File: config.mk
export PLATFORM = sky130hd
export DESIGN_NAME = kbc_port_emu
export DESIGN_NICKNAME = d
export VERILOG_FILES = /design/src/rtl/kbc_emu_pkg.sv /design/src/rtl/kbc_rst_sync.sv /design/src/rtl/kbc_io_decode.sv /design/src/rtl/kbc_regs.sv /design/src/rtl/kbc_irq_gen.sv /design/src/rtl/kbc_port_emu.sv
export SDC_FILE = /design/constraint.sdc
export NUM_CORES = 1
export LEC_CHECK = 0
export BUFFER_PORTS_ARGS = -buffer_cell sky130_fd_sc_hd__buf_2
export CAP_MARGIN = 10
export CORE_MARGIN = 2
export CORE_UTILIZATION = 37
export CTS_BUF_LIST = sky130_fd_sc_hd__clkbuf_16
export CTS_CLUSTER_DIAMETER = 150
export DETAILED_ROUTE_END_ITERATION = 16
export PLACE_DENSITY = 0.72
export SETUP_SLACK_MARGIN = 0.1
export SLEW_MARGIN = 20
export SYNTH_ARGS = -nofsm -noshare
export SYNTH_HDL_FRONTEND = slang
export SYNTH_HIERARCHICAL = 1
export SYNTH_SLANG_ARGS = --single-unit
export TNS_END_PERCENT = 20
File: constraint.sdc
create_clock -name clk -period 1.35 [get_ports clk]
set_input_delay 0.2025 -clock clk [delete_from_list [all_inputs] [get_ports clk]]
set_output_delay 0.2025 -clock clk [all_outputs]
set_load 0.02 [all_outputs]
File: src/rtl/kbc_emu_pkg.sv
package kbc_emu_pkg;

  localparam int REG_W  = 32;
  localparam int BYTE_W = 8;
  localparam int CTRL_W = 3;

  // status byte bit positions (visible to legacy software)
  localparam int ST_OBF = 0;
  localparam int ST_IBF = 1;
  localparam int ST_CMD = 3;
  localparam int ST_AUX = 5;

  // control register bit positions
  localparam int CT_EN    = 0;
  localparam int CT_PEND  = 1;
  localparam int CT_IRQEN = 2;

  typedef enum logic [1:0] {
    MM_OUT  = 2'd0,
    MM_STAT = 2'd1,
    MM_CTRL = 2'd2,
    MM_IN   = 2'd3
  } mm_sel_e;

  typedef struct packed {
    logic rd_data;   // claimed read of data port
    logic rd_stat;   // claimed read of command port
    logic wr_data;   // claimed write of data port
    logic wr_cmd;    // claimed write of command port
    logic set_ibf;   // write that fills the input buffer
    logic a20_load;  // data byte that completes an A20 sequence
  } io_evt_t;

endpackage

File: src/rtl/kbc_rst_sync.sv
module kbc_rst_sync #(
  parameter int STAGES = 2
) (
  input  logic clk,
  input  logic rst_n,
  output logic rst_sync_n
);

  logic [STAGES-1:0] chain_q;
  logic [STAGES-1:0] chain_d;

  always_comb begin
    chain_d = {chain_q[STAGES-2:0], 1'b1};
  end

  always_ff @(posedge clk or negedge rst_n) begin
    if (!rst_n) chain_q <= '0;
    else        chain_q <= chain_d;
  end

  assign rst_sync_n = chain_q[STAGES-1];

endmodule

File: src/rtl/kbc_io_decode.sv
module kbc_io_decode
  import kbc_emu_pkg::*;
#(
  parameter int            PW      = BYTE_W,
  parameter logic [PW-1:0] A20_CMD = 8'hD1
) (
  input  logic          clk,
  input  logic          rst_n,
  input  logic          emu_en,
  input  logic          io_req,
  input  logic          io_wr,
  input  logic          io_sel_cmd,
  input  logic [PW-1:0] io_wdata,
  output logic          io_claim,
  output io_evt_t       evt,
  output logic          a20_armed
);

  logic armed_q, armed_d, armed_en;
  logic wr_hit, rd_hit, is_a20_cmd, is_a20_data;

  always_comb begin
    io_claim    = emu_en & io_req;
    wr_hit      = io_claim & io_wr;
    rd_hit      = io_claim & ~io_wr;
    is_a20_cmd  = wr_hit & io_sel_cmd & (io_wdata == A20_CMD);
    is_a20_data = wr_hit & ~io_sel_cmd & armed_q;

    evt.rd_data  = rd_hit & ~io_sel_cmd;
    evt.rd_stat  = rd_hit & io_sel_cmd;
    evt.wr_data  = wr_hit & ~io_sel_cmd;
    evt.wr_cmd   = wr_hit & io_sel_cmd;
    evt.set_ibf  = wr_hit & ~is_a20_cmd & ~is_a20_data;
    evt.a20_load = is_a20_data;

    // any claimed write re-decides the armed state
    armed_en = wr_hit;
    armed_d  = is_a20_cmd;
  end

  always_ff @(posedge clk or negedge rst_n) begin
    if (!rst_n)        armed_q <= 1'b0;
    else if (armed_en) armed_q <= armed_d;
  end

  assign a20_armed = armed_q;

endmodule

File: src/rtl/kbc_regs.sv
module kbc_regs
  import kbc_emu_pkg::*;
#(
  parameter int RW      = REG_W,
  parameter int PW      = BYTE_W,
  parameter int CW      = CTRL_W,
  parameter int A20_BIT = 1
) (
  input  logic          clk,
  input  logic          rst_n,
  input  logic          mm_req,
  input  logic          mm_wr,
  input  logic [1:0]    mm_addr,
  input  logic [RW-1:0] mm_wdata,
  input  io_evt_t       evt,
  input  logic [PW-1:0] io_wdata,
  output logic [PW-1:0] out_q,
  output logic [PW-1:0] stat_q,
  output logic [CW-1:0] ctrl_q,
  output logic          a20_q,
  output logic [RW-1:0] mm_rdata
);

  localparam int PAD_B = RW - PW;
  localparam int PAD_C = RW - CW;

  logic [PW-1:0] out_d, stat_d, in_d, in_q;
  logic [CW-1:0] ctrl_d;
  logic          a20_d;
  logic          out_en, stat_en, ctrl_en, in_en, a20_en;
  logic          mm_wr_hit;
  mm_sel_e       sel;
  logic          unused_bits;

  assign unused_bits = ^{mm_wdata[RW-1:PW], evt.rd_stat};

  always_comb begin
    sel       = mm_sel_e'(mm_addr);
    mm_wr_hit = mm_req & mm_wr;

    out_d  = out_q;
    stat_d = stat_q;
    ctrl_d = ctrl_q;
    in_d   = in_q;
    a20_d  = a20_q;

    out_en  = 1'b0;
    stat_en = 1'b0;
    ctrl_en = 1'b0;
    in_en   = 1'b0;
    a20_en  = 1'b0;

    // plain register path first
    if (mm_wr_hit) begin
      unique case (sel)
        MM_OUT:  begin out_d  = mm_wdata[PW-1:0]; out_en  = 1'b1; end
        MM_STAT: begin stat_d = mm_wdata[PW-1:0]; stat_en = 1'b1; end
        MM_CTRL: begin ctrl_d = mm_wdata[CW-1:0]; ctrl_en = 1'b1; end
        MM_IN:   begin in_d   = mm_wdata[PW-1:0]; in_en   = 1'b1; end
        default: ;
      endcase
    end

    // I/O side effects override on the bits they touch
    if (evt.rd_data) begin
      stat_d[ST_OBF] = 1'b0;
      stat_en        = 1'b1;
    end
    if (evt.wr_data) begin
      stat_d[ST_CMD] = 1'b0;
      stat_en        = 1'b1;
    end
    if (evt.wr_cmd) begin
      stat_d[ST_CMD] = 1'b1;
      stat_en        = 1'b1;
    end
    if (evt.set_ibf) begin
      stat_d[ST_IBF] = 1'b1;
      stat_en        = 1'b1;
      in_d           = io_wdata;
      in_en          = 1'b1;
    end
    if (evt.a20_load) begin
      a20_d  = io_wdata[A20_BIT];
      a20_en = 1'b1;
    end
  end

  always_ff @(posedge clk or negedge rst_n) begin
    if (!rst_n) begin
      out_q  <= '0;
      stat_q <= '0;
      ctrl_q <= '0;
      in_q   <= '0;
      a20_q  <= 1'b0;
    end else begin
      if (out_en)  out_q  <= out_d;
      if (stat_en) stat_q <= stat_d;
      if (ctrl_en) ctrl_q <= ctrl_d;
      if (in_en)   in_q   <= in_d;
      if (a20_en)  a20_q  <= a20_d;
    end
  end

  always_comb begin
    unique case (sel)
      MM_OUT:  mm_rdata = {{PAD_B{1'b0}}, out_q};
      MM_STAT: mm_rdata = {{PAD_B{1'b0}}, stat_q};
      MM_CTRL: mm_rdata = {{PAD_C{1'b0}}, ctrl_q};
      MM_IN:   mm_rdata = {{PAD_B{1'b0}}, in_q};
      default: mm_rdata = '0;
    endcase
  end

endmodule

File: src/rtl/kbc_irq_gen.sv
module kbc_irq_gen
  import kbc_emu_pkg::*;
#(
  parameter int PW = BYTE_W,
  parameter int CW = CTRL_W
) (
  input  logic [PW-1:0] stat,
  input  logic [CW-1:0] ctrl,
  output logic          irq1,
  output logic          irq12,
  output logic          emu_irq
);

  logic en, obf_irq;

  always_comb begin
    en      = ctrl[CT_EN];
    obf_irq = en & ctrl[CT_IRQEN] & stat[ST_OBF];
    irq1    = obf_irq & ~stat[ST_AUX];
    irq12   = obf_irq & stat[ST_AUX];
    emu_irq = en & (stat[ST_IBF] | (~stat[ST_OBF] & ctrl[CT_PEND]));
  end

endmodule

File: src/rtl/kbc_port_emu.sv
module kbc_port_emu
  import kbc_emu_pkg::*;
#(
  parameter int            RW        = REG_W,
  parameter int            PW        = BYTE_W,
  parameter int            CW        = CTRL_W,
  parameter logic [PW-1:0] A20_CMD   = 8'hD1,
  parameter int            A20_BIT   = 1,
  parameter int            RST_STAGE = 2
) (
  input  logic          clk,
  input  logic          rst_n,
  input  logic          io_req,
  input  logic          io_wr,
  input  logic          io_sel_cmd,
  input  logic [PW-1:0] io_wdata,
  output logic [PW-1:0] io_rdata,
  output logic          io_claim,
  input  logic          mm_req,
  input  logic          mm_wr,
  input  logic [1:0]    mm_addr,
  input  logic [RW-1:0] mm_wdata,
  output logic [RW-1:0] mm_rdata,
  output logic          irq1,
  output logic          irq12,
  output logic          emu_irq,
  output logic          a20_out
);

  logic          rst_sync_n;
  io_evt_t       evt;
  logic          a20_armed;
  logic [PW-1:0] out_q, stat_q;
  logic [CW-1:0] ctrl_q;
  logic          emu_en;

  assign emu_en = ctrl_q[CT_EN];

  kbc_rst_sync #(.STAGES(RST_STAGE)) u_rst (
    .clk        (clk),
    .rst_n      (rst_n),
    .rst_sync_n (rst_sync_n)
  );

  kbc_io_decode #(.PW(PW), .A20_CMD(A20_CMD)) u_dec (
    .clk        (clk),
    .rst_n      (rst_sync_n),
    .emu_en     (emu_en),
    .io_req     (io_req),
    .io_wr      (io_wr),
    .io_sel_cmd (io_sel_cmd),
    .io_wdata   (io_wdata),
    .io_claim   (io_claim),
    .evt        (evt),
    .a20_armed  (a20_armed)
  );

  kbc_regs #(.RW(RW), .PW(PW), .CW(CW), .A20_BIT(A20_BIT)) u_regs (
    .clk      (clk),
    .rst_n    (rst_sync_n),
    .mm_req   (mm_req),
    .mm_wr    (mm_wr),
    .mm_addr  (mm_addr),
    .mm_wdata (mm_wdata),
    .evt      (evt),
    .io_wdata (io_wdata),
    .out_q    (out_q),
    .stat_q   (stat_q),
    .ctrl_q   (ctrl_q),
    .a20_q    (a20_out),
    .mm_rdata (mm_rdata)
  );

  kbc_irq_gen #(.PW(PW), .CW(CW)) u_irq (
    .stat    (stat_q),
    .ctrl    (ctrl_q),
    .irq1    (irq1),
    .irq12   (irq12),
    .emu_irq (emu_irq)
  );

  always_comb begin
    if (evt.rd_data)      io_rdata = out_q;
    else if (evt.rd_stat) io_rdata = stat_q;
    else                  io_rdata = '0;
  end

endmodule

-- After elaboration in Yosys (flattened, before gate mapping)
Index checks and enable logic that the tools add are counted.
Widths: inputs -> output; s select.
- output and inout bits: 45
- logic and storage cells: 81
- register bits: 31
- reductions and logical operators: 16
- muxes and demuxes: 26
- equality and inequality tests: 4
- bitwise gates (word level): 25
- operator list (kind ; count):
    $pmux 32 s4 ; 1
    $mux 8 ; 5
    $reduce_and 3->1 ; 7
    $and 1x1->1 ; 18
    $mux 1 ; 18
    $reduce_bool 2->1 ; 5
    $eq 8x8->1 const B ; 1
    $mux 4 ; 2
    $not 1->1 ; 6
    $reduce_bool 3->1 ; 2
    $eq 2x2->1 const B ; 2
    $eq 2x1->1 const B ; 1
    $logic_not 2->1 ; 1
    $reduce_and 2->1 ; 1
    $or 1x1->1 ; 1

-- Longest topological paths before layout
- depth after elaboration: 9
- gate-level depth with buffers: 6
- mapped depth without buffers: 5

-- Cells and area by module
Netlist, hierarchy kept.
- by module, submodules not included (module ; seq. area each (um^2) ; cells each ; instances ; area each (um^2)):
    kbc_regs ; 700.7 ; 129 ; 1 ; 1517.7
    kbc_io_decode ; 25.0 ; 19 ; 1 ; 137.6
    kbc_port_emu ; 0.0 ; 14 ; 1 ; 102.6
    kbc_rst_sync ; 50.0 ; 3 ; 1 ; 53.8
    kbc_irq_gen ; 0.0 ; 6 ; 1 ; 30.0

-- Worst setup path before layout
Ideal clock, no wire load.
- kind: reg-to-reg
- start point: register u_regs.ctrl_q[0]
- end point: register u_regs.in_q[3]
- clock period less this slack: 1.570 ns
- cell stages (with the launch flop): 5
- arrival time: 1.434 ns
- slack: -0.220 ns
- buffers on the path: 1
- cell sequence: dfrtp_1 -> nand3_2 -> a211oi_1 -> clkbuf_1 -> o21ai_0
- RTL lines (element ; line ; RTL):
    start, declared ; kbc_regs.sv:19 ; output logic [CW-1:0] ctrl_q,
    start signal, assigned ; kbc_regs.sv:99 ; if (ctrl_en) ctrl_q <= ctrl_d;
    end signal, assigned ; kbc_regs.sv:100 ; if (in_en) in_q <= in_d;
    end, declared ; kbc_regs.sv:27 ; logic [PW-1:0] out_d, stat_d, in_d, in_q;

==> summary.md <==
| Metric | Value |
|---|---|
| Outcome | finished, violations left |
| Failing checks | setup timing |
| Area leader, netlist | dfrtp_1 |
| Vias in the first global route | roughly 1500 |
| R2R depth | 5 |
| R2R Path Start | u_regs/ctrl_q[0]$_DFFE_PN0P_ |
| Core Box Area | between 4000 and 5000 um^2 |
| Top FF cell, synth | dfrtp_1 |
| Final non-filler cell total | about 320 |
| TritonCTS clock tree | built |
| Pin count of the biggest net entering global routing | 30 |
| Psw | between 1 and 1.5 mW |
| Required time of the critical path | roughly 1200 ps |
| Hold Path Sink | u_regs/in_q[6]$_DFFE_PN0P_ |
| Drt wl/cell | ~14 um |
| Pleak | 1.34 nW |
| Final setup margin | -386 ps |
| Final hold violation count | 0 |
| Library cells used by synthesis | 32 |
| Post-route setup TNS | -3700 ps |
| Sequential fraction of design power | a little under two fifths |
| Type of origin of the critical path | register |
| Vias/cell | 4.67 |
| Minimum setup slack among reg-to-reg paths | 40 ps |
| Total global routing overflow | 0 |
| Top-count cell post-synth | dfrtp_1 |
| CTS Sinks | 31 |
| Placed cell count | between 300 and 400 |
| # rows | 25 |
| DRT Pass-1 Iters | 4 |
| Post-synth EDFFs | 0 |
| Uppermost layer routed | met4 |
| Wl on met1 | 1980 um |
| Synth top cells by count | 31 x dfrtp_1, 26 x buf_4, 20 x nand2_1, 16 x mux2_2, 16 x o21ai_0 |
| Final min period | about 1700 ps |
| Routed wl met3 | around 190 um |
| RSZ-0062 raised after global routing | true |
| Seq/Total Area, Yosys | approximately 42% |
| Gpl congestion | approximately 0.81 |
| Cell internal pwr | 2.49 mW |
| Die Footprint | about 5600 um^2 |
| Total Wirelength | about 4400 um |
| Initial core utilization | between 30% and 40% |
| Final Cell Area | approximately 2600 um^2 |
| FILL cells | 441 |
| Clock-pin slew on the worst setup and hold paths | roughly 50 ps |
| Final Setup Violations | 14 |
| Met2 WL | 2170 um |
| Clock Tree Buf Depth | 2 |
| Synth Register Bits | 31 |
| WHS | approximately 150 ps |
| Peak VDD IR | between 0.0009 and 0.001 V |
| Reg2reg end | u_regs/a20_q$_DFFE_PN0P_ |
| GR Util All Layers | between 15 and 20% |
| Die Y-Extent | about 75 um |
| Pins Over Slew Limit | 0 |
| # IOs | 94 |
| H-tree depth | 2 |
| Hold depth | 3 |
| Logic pwr share | 27.8% |
| Clk_lat worst skew | approximately 280 ps |
| Hold Crit Class | in2reg |
| Area after DPL | approximately 2300 um^2 |
| Antenna Cells | 0 |
| Clock Power Share | a little over a third |
| Worst-path fanout max | 6 |
| DRC Markers | 0 |
| CTS buffer count | 5 |
| Syn. warnings | 6 |
| Area growth from synthesis to layout | 43.8% |
| Critical Path Sink Type | output port |
| Final period util | 129% |
| Min-delay src | io_wdata[6] |
| Layout cells sized above 1 | approximately 50% |
| FFs w/ async S/R, synth | between 90% and 100% |
| CP Data Arrival Time | approximately 1500 ps |
| Detailed Place HPWL | 3310 um |
| First-pass GRT wire length | 7160 um |
| Post-route ant nets | 0 |
| Worst Skew | 4.30 ps |
| Initial DRC count | 33 |
| Post-Syn Instances | around 170 |
| Via count | between 1000 and 1500 |
| PD cells | ~1300 nW/um^2 |
| Pre-CTS setup slack | -127 ps |
| Sw Share | 29.8% |
| Initial antenna violation count | 0 |
| PortBufs | 45 |
| Average cell area after synthesis | ~11 um^2 |
| Die X | approximately 75 um |
| Crit Path Class | reg2out |
| Root Buffer | clkbuf_16 |
| Peak Freq | between 500 and 600 MHz |
| Area contributors post-synth | dfrtp_1 42%, buf_4 11%, mux2_2 9.8% |
| Top cell type's share of synthesized area | 42.1% |
| Fin nets | between 200 and 300 |
| Cell area after synthesis | around 1800 um^2 |
| Max-cap viol count | 0 |
## stage by stage
stage / total power, mW / util, %
5_1_grt: 3.72 / 55.7
4_1_cts: 3.55 / 55.3
6_report: 3.54 / 55.7
3_3_place_gp: 2.18 / 49.1
2_1_floorplan: 1.92 / -
3_5_place_dp: 2.21 / 49.1
## layout by cell type (no fill, tap or decap), types with 2 or more instances in the layout
cell       synthesis  layout
a22o_4             0       6
buf_12             0       3
buf_2              0      28
buf_4             26      35
buf_6              2       9
clkbuf_16          0       5
conb_1             2      25
dfrtp_1           31      29
dfrtp_2            0       2
inv_1              4       3
mux2_2            16      16
mux2i_1           15      15
mux4_2             3       3
nand2_1           20      19
nand4b_1           2       2
nor2_1             7       7
nor3_4             1       3
o21ai_0           16       9
o21ai_1            0       5
o21ai_2            0       2
## state kept, by name, summed over array words and instances, names as in the netlist
| signal | flops |
|---|---|
| u_regs/stat_q | 8 |
| u_rst/chain_q | 2 |
| u_dec/a20_armed | 1 |
| u_regs/in_q | 8 |
| u_regs/out_q | 8 |
| u_regs/a20_q | 1 |
| u_regs/ctrl_q | 3 |
## power groups by stage
| stage | Combinational, mW | Clock (mW) | Sequential (mW) |
|---|---|---|---|
| after floorplan | 0.626 | 0 | 1.30 |
| after global placement | 0.883 | 0 | 1.30 |
| after global routing | 1.07 | 1.31 | 1.34 |
| final | 0.986 | 1.25 | 1.30 |
| after CTS | 0.986 | 1.27 | 1.30 |
| after detailed placement | 0.899 | 0 | 1.31 |
## per-layer routing
metal | GRT usage, % | up-vias
met2 | 28.6 | 44
met5 | 0 | -
met4 | 9.13 | 0
met1 | 22.9 | 717
met3 | 3.25 | 9
li1 | - | 706
## cell type report
cell class	instances	area (um^2)	area share, %
tap	67	83.8	3.17
clock buffer	5	125	4.73
sequential	31	778	29.4
clock inverter	3	38.8	1.47
inverter	4	15.0	0.567
timing repair buffer	76	574	21.7
multi-input combinational	130	1030	39.0
## kinds of logic after synthesis
group | Yosys count | synth area share (%)
mux | 34 | 21.6
flops | 31 | 42.1
compound gates | 27 | 9.44
other cells | 2 | 0.408
simple gates | 44 | 13.6
buf+inv | 33 | 12.8
## what timing repair did
| action | in CTS | in global routing |
|---|---|---|
| pin swaps | 10 | 7 |
| hold buffers | 1 | 0 |
| endpoints found under the setup margin | 29 | 30 |
| gates resized for setup | 33 | 4 |
| cloned | 0 | 0 |
| setup buffers | 3 | 1 |
| endpoints found under the hold margin | 2 | 0 |
## how the worst max path moves through the flow
| stage | start | endpoint | slack [ps] | depth (start not counted) |
|---|---|---|---|---|
| finish | u_regs/ctrl_q[0]$_DFFE_PN0P_ | io_rdata[0] | -390 | 6 |
| global route | u_regs/ctrl_q[0]$_DFFE_PN0P_ | io_rdata[3] | -440 | 6 |
| CTS | u_regs/ctrl_q[0]$_DFFE_PN0P_ | io_rdata[3] | -370 | 6 |
| detailed placement | u_regs/ctrl_q[0]$_DFFE_PN0P_ | io_rdata[3] | -130 | 5 |
| global placement | u_regs/ctrl_q[0]$_DFFE_PN0P_ | io_rdata[0] | -130 | 5 |
| floorplan | u_regs/ctrl_q[0]$_DFFE_PN0P_ | io_rdata[0] | 60 | 4 |
## critical path: stages, from the launching register on
cell and delay [ps]:
dfrtp_2 380, nand2_4 80, nor3_4 230, nor2b_4 80
buf_12 150, a22o_4 220, buf_6 130
Power figures use the tool's default switching activity.
